==> config.mk <==
export PLATFORM = sky130hd
export DESIGN_NAME = bridge_guard
export DESIGN_NICKNAME = d
export VERILOG_FILES = /design/src/rtl/bridge_guard_pkg.sv /design/src/rtl/oc_retry_timer.sv /design/src/rtl/hyst_latch.sv /design/src/rtl/sticky_bank.sv /design/src/rtl/bridge_guard.sv
export SDC_FILE = /design/constraint.sdc
export NUM_CORES = 1
export LEC_CHECK = 0
export ABC_CLOCK_PERIOD_IN_PS = 2050
export BUFFER_PORTS_ARGS = -buffer_cell sky130_fd_sc_hd__buf_2
export CAP_MARGIN = 20
export CORE_MARGIN = 3
export CORE_UTILIZATION = 55
export DETAILED_ROUTE_END_ITERATION = 10
export PLACE_DENSITY = 0.74
export RECOVER_POWER = 25
export SYNTH_ARGS = -nofsm -noshare
export SYNTH_HDL_FRONTEND = slang
export SYNTH_SLANG_ARGS = --single-unit
==> constraint.sdc <==
create_clock -name clk -period 2.05 [get_ports clk]
set_input_delay 0.1025 -clock clk [delete_from_list [all_inputs] [get_ports clk]]
set_output_delay 0.1025 -clock clk [all_outputs]
set_load 0.01 [all_outputs]
==> src/rtl/bridge_guard_pkg.sv <==
// Shared types for the bridge fault supervisor.
package bridge_guard_pkg;
    // Phase of a per-bridge overcurrent timer.
    typedef enum logic [1:0] {
        OC_RUN  = 2'd0,
        OC_WAIT = 2'd1,
        OC_OFF  = 2'd2
    } oc_phase_t;
endpackage

==> src/rtl/oc_retry_timer.sv <==
// Per-bridge overcurrent timer: delay, timed disable, then automatic retry.
// Assumes oc_flag is already synchronized. DLY_CYC and HOLD_CYC are both >= 1.
module oc_retry_timer
    import bridge_guard_pkg::*;
#(
    parameter int DLY_CYC  = 50,
    parameter int HOLD_CYC = 10000
) (
    input  logic clk,
    input  logic rst_n,
    input  logic oc_flag,
    output logic gate_ok,
    output logic fault_active
);
    localparam int MAXC = (DLY_CYC > HOLD_CYC) ? DLY_CYC : HOLD_CYC;
    localparam int CW   = $clog2(MAXC + 1);
    localparam logic [CW-1:0] DLY_LD  = CW'(DLY_CYC - 1);
    localparam logic [CW-1:0] HOLD_LD = CW'(HOLD_CYC - 1);

    oc_phase_t       phase;
    logic [CW-1:0]   cnt;

    // Phase and countdown sequencing.
    always_ff @(posedge clk) begin
        if (!rst_n) begin
            phase <= OC_RUN;
            cnt   <= '0;
        end else begin
            unique case (phase)
                OC_RUN: begin
                    if (oc_flag) begin
                        phase <= OC_WAIT;
                        cnt   <= DLY_LD;
                    end
                end
                OC_WAIT: begin
                    if (cnt == '0) begin
                        phase <= OC_OFF;
                        cnt   <= HOLD_LD;
                    end else begin
                        cnt <= cnt - 1'b1;
                    end
                end
                OC_OFF: begin
                    if (cnt == '0) begin
                        if (oc_flag) cnt <= HOLD_LD;
                        else         phase <= OC_RUN;
                    end else begin
                        cnt <= cnt - 1'b1;
                    end
                end
                default: phase <= OC_RUN;
            endcase
        end
    end

    // Bridge may conduct unless in the disable window.
    assign gate_ok      = (phase != OC_OFF);
    assign fault_active = (phase != OC_RUN);
endmodule

==> src/rtl/hyst_latch.sv <==
// Set/clear state holder giving hysteresis between two comparator events.
// Assumes set_evt and clr_evt are synchronized; set wins when both are true.
module hyst_latch #(
    parameter bit RST_VAL = 1'b0
) (
    input  logic clk,
    input  logic rst_n,
    input  logic set_evt,
    input  logic clr_evt,
    output logic q
);
    // Hold state between set and clear events.
    always_ff @(posedge clk) begin
        if (!rst_n)       q <= RST_VAL;
        else if (set_evt) q <= 1'b1;
        else if (clr_evt) q <= 1'b0;
    end
endmodule

==> src/rtl/sticky_bank.sv <==
// Bank of sticky status bits: set while a fault is active, cleared by a pulse
// only when the fault is inactive. Assumes clr is a single-cycle pulse.
module sticky_bank #(
    parameter int N = 4
) (
    input  logic         clk,
    input  logic         rst_n,
    input  logic [N-1:0] active,
    input  logic         clr,
    output logic [N-1:0] flags
);
    // Record each fault until acknowledged.
    always_ff @(posedge clk) begin
        if (!rst_n) flags <= '0;
        else        flags <= active | (flags & {N{~clr}});
    end
endmodule

==> src/rtl/bridge_guard.sv <==
// Dual bridge fault supervisor. Per-bridge overcurrent causes a delayed, timed
// disable with automatic retry. Thermal and supply faults gate both bridges with
// hysteresis. All inputs are assumed synchronized to clk.
module bridge_guard #(
    parameter int OC_DELAY_CYC = 50,
    parameter int DISABLE_CYC  = 10000
) (
    input  logic clk,
    input  logic rst_n,
    input  logic oc_a,
    input  logic oc_b,
    input  logic temp_above_trip,
    input  logic temp_above_rel,
    input  logic vs_above_on,
    input  logic vs_above_off,
    input  logic status_clr,
    output logic en_gate_a,
    output logic en_gate_b,
    output logic stat_oc_a,
    output logic stat_oc_b,
    output logic stat_therm,
    output logic stat_uv
);
    localparam int NB = 2;

    logic [NB-1:0] oc_in;
    logic [NB-1:0] oc_gate_ok;
    logic [NB-1:0] oc_fault;
    logic          therm_fault;
    logic          uv_fault;
    logic [3:0]    stat_vec;

    assign oc_in = {oc_b, oc_a};

    // One independent retry timer per bridge.
    for (genvar b = 0; b < NB; b++) begin : g_br
        oc_retry_timer #(
            .DLY_CYC (OC_DELAY_CYC),
            .HOLD_CYC(DISABLE_CYC)
        ) u_tmr (
            .clk         (clk),
            .rst_n       (rst_n),
            .oc_flag     (oc_in[b]),
            .gate_ok     (oc_gate_ok[b]),
            .fault_active(oc_fault[b])
        );
    end

    // Thermal shutdown: set above trip, released below release point.
    hyst_latch #(.RST_VAL(1'b0)) u_therm (
        .clk(clk), .rst_n(rst_n),
        .set_evt(temp_above_trip), .clr_evt(~temp_above_rel),
        .q(therm_fault)
    );

    // Supply lockout: active from reset, cleared above turn-on level.
    hyst_latch #(.RST_VAL(1'b1)) u_uv (
        .clk(clk), .rst_n(rst_n),
        .set_evt(~vs_above_off), .clr_evt(vs_above_on),
        .q(uv_fault)
    );

    sticky_bank #(.N(4)) u_stat (
        .clk(clk), .rst_n(rst_n),
        .active({uv_fault, therm_fault, oc_fault[1], oc_fault[0]}),
        .clr(status_clr),
        .flags(stat_vec)
    );

    assign en_gate_a  = oc_gate_ok[0] & ~therm_fault & ~uv_fault;
    assign en_gate_b  = oc_gate_ok[1] & ~therm_fault & ~uv_fault;
    assign stat_oc_a  = stat_vec[0];
    assign stat_oc_b  = stat_vec[1];
    assign stat_therm = stat_vec[2];
    assign stat_uv    = stat_vec[3];
endmodule

==> results.json <==
{
  "status": "finished, violations left",
  "violations": "setup timing",
  "worst-r2r-cell-count": 6,
  "synth_mux_area_share_pct": 0,
  "worst-setup-path-type": "flop to flop",
  "clkSinkCount": 38,
  "port_buffers": 14,
  "period_minus_slack_ps": 2090,
  "layout-drive-gt1-share_pct": 28.9,
  "clock_path_buffers": 2,
  "timing.fmax_mhz": 477,
  "vias_per_cell": 6.55,
  "syn_nets": 308,
  "p_total_mw": 3.12,
  "critPathCapture": "g_br[1].u_tmr.cnt[5]$_SDFFE_PN0P_",
  "layoutNonFillerInstCount": 396,
  "synth-simple-area-share_pct": 28.4,
  "preCtsSetupSlack_ps": -94.4,
  "worstMarginPinSlew_ps": 866,
  "crit_path_start": "g_br[1].u_tmr.cnt[0]$_SDFFE_PN0P_",
  "fin_ws_ps": -44.6,
  "startpoint_type": "flop",
  "htree_levels": 2,
  "fillers": 300,
  "area_growth_pct": 26.4,
  "post_synth_xor_area_fraction_pct": 0,
  "die-width_um": 71.8,
  "worst_clock_skew_ps": 6.08,
  "cp_slowest_cell": "or4_4",
  "drc": 0,
  "antenna_found_initial": 0,
  "synth_ff_type": "dfxtp_1",
  "clk_pin_slew_worst_paths_ps": 80,
  "yosys_warnings": 0,
  "wl_mm": 7.04,
  "clock_latency_ps": 290,
  "place_congestion": 0.909,
  "fin_util_pct": 73.6,
  "place_hpwl_mm": 5.09,
  "ioPinCount": 15,
  "min_path_type": "primary input to flop",
  "drtIter0Drc": 281,
  "grt_pass1_wl_mm": 11.6,
  "holdWs_ps": 27.6,
  "ys_seq_elements": 38,
  "num_antenna_cells": 0,
  "placedCellCount": 385,
  "relSlewSlack_pct": 42.2,
  "fin_nets": 364,
  "netlist_instances": 289,
  "ctsHoldBuffers": 0,
  "cts_root_buf": "clkbuf_8",
  "grt_max_degree": 20,
  "synth-seq-area-share_pct": 31.9,
  "synth_edf_count": 0,
  "r2r_start": "g_br[1].u_tmr.cnt[0]$_SDFFE_PN0P_",
  "timing.rr.end": "g_br[1].u_tmr.cnt[5]$_SDFFE_PN0P_",
  "arrival_ps": 2240,
  "p_per_area_mw_per_mm2": 1040,
  "post_dp_cell_area_mm2": 0.00284,
  "synth_top_family_by_area": "compound AO/OA/AOI/OAI gates",
  "finalHoldViolCount": 0,
  "track_usage_pct": 27.9,
  "core_mm2": 0.00409,
  "grt_pass1_vias": 2455,
  "drt-wirelength-per-cell_um": 17.8,
  "maxCapViolations": 0,
  "synthAdderAreaFrac_pct": 5.25,
  "synth.distinct_cells": 53,
  "rsz0062_at_grt": "yes",
  "slew_viol_final": 0,
  "required_ps": 2190,
  "cts_tree": "yes",
  "avgSynthCellArea_um2": 8.24,
  "synth_compound_area_share_pct": 28.8,
  "final.period_utilization_pct": 102,
  "core.rowCount": 23,
  "cts_buffers": 5,
  "setup_viol_count_final": 3,
  "syn_area_mm2": 0.00238,
  "r2r_slack_ps": -40,
  "end_kind": "flop",
  "vias": 2595,
  "final_cell_mix": "47 x buf_4, 34 x dfxtp_1, 22 x nand2_1",
  "path_max_fanout": 5,
  "setup_tns_ps": -97.0,
  "stdcell_area_mm2": 0.00301,
  "critical-path-max-stage-delay_ps": 600,
  "synthArstFlopShare_pct": 0,
  "ant_nets": 0,
  "initial_utilization_pct": 58.3,
  "overflow": 0,
  "peakVddDrop_v": 0.000573,
  "die-height_um": 71.8,
  "layout_commonest_cell": "buf_4",
  "timing.critical_path.cells": "inv_2 > ha_4 > or4b_4 > or4_4 > a211oi_2 > o32ai_1",
  "p_leak_nw": 1.20,
  "dr.pass1.iters": 6,
  "dieArea_mm2": 0.00515
}
## worst min path at each step
stage | from | end | depth (start not counted) | slack [ps]
after floorplan | vs_above_off | u_uv.q$_SDFFE_PN1P_ | 1 | 200
after global placement | vs_above_on | u_uv.q$_SDFFE_PN1P_ | 2 | 310
after detailed placement | vs_above_off | u_uv.q$_SDFFE_PN1P_ | 2 | 320
after CTS | vs_above_on | u_uv.q$_SDFFE_PN1P_ | 2 | 30
after global routing | vs_above_off | u_uv.q$_SDFFE_PN1P_ | 2 | 20
final | temp_above_trip | u_therm.q$_SDFFE_PN0P_ | 3 | 30
## cells in the mapped netlist (all sizes together), types with 5 or more instances
cell type	count	area share [%]
a211oi	8	2.7
a21oi	17	3.6
a31oi	8	2.1
clkbuf	10	1.6
dfxtp	38	32
ha	10	5.3
inv	15	2.4
nand2	22	3.5
nand2b	11	2.9
nand3	8	1.7
nand4	9	2.4
nor2	21	3.3
nor3	12	2.5
nor4	11	3.4
o211ai	5	1.6
o21ai	10	2.1
o221a	7	3.3
o311ai	5	1.8
or4	6	2.2
## layer usage
layer  vias to the layer above  global-route usage [%]  wire (µm)  part of all wire, %
li1                       1247                       -          -                    -
met4                         0                    10.4        179                  2.5
met5                         -                       0          0                    0
met2                       110                    49.0       3580                   51
met3                        20                    3.93        371                  5.3
met1                      1218                    34.5       2910                   41
## area by class of cell
type | instances | area (µm²) | area share (%)
Clock buffer | 5 | 68.8 | 2.29
Clock inverter | 3 | 45.0 | 1.50
Inverter | 16 | 60.1 | 2.00
Multi-Input combinational cell | 222 | 1590 | 52.7
Sequential cell | 38 | 766 | 25.4
Tap cell | 50 | 62.6 | 2.08
Timing Repair Buffer | 62 | 422 | 14.0
## registers in the layout, indices dropped and copies added (netlist names)
name              cells
g_br.u_tmr.cnt       28
u_uv.q                1
g_br.u_tmr.phase      4
u_stat.flags          4
u_therm.q             1
## cells by family after synthesis
group	after synthesis
and+or+nand+nor	120
AOI/OAI and AO/OA	92
DFF	38
buffers and inverters	29
adders and majority gates	10
## repair_timing
item / 4_1_cts / 5_1_grt
setup endpoints to repair: 5 / 12
gates resized for setup: 4 / 6
hold endpoints to repair: 0 / 0
buffers inserted: 2 / 1
pin swaps: 4 / 5
## critical path, delay by kind of cell (launching register included)
family,cells,cell delay [ps]
buf+inv,1,70
flops,1,330
compound gates,2,370
fa+ha+maj,1,130
simple gates,2,1060
## power by group
group	internal (mW)	switching (mW)	total [mW]
combinational	0.696	0.862	1.56
sequential	0.836	0.0832	0.919
clock	0.362	0.285	0.647
(Power assumes the default switching activity.)
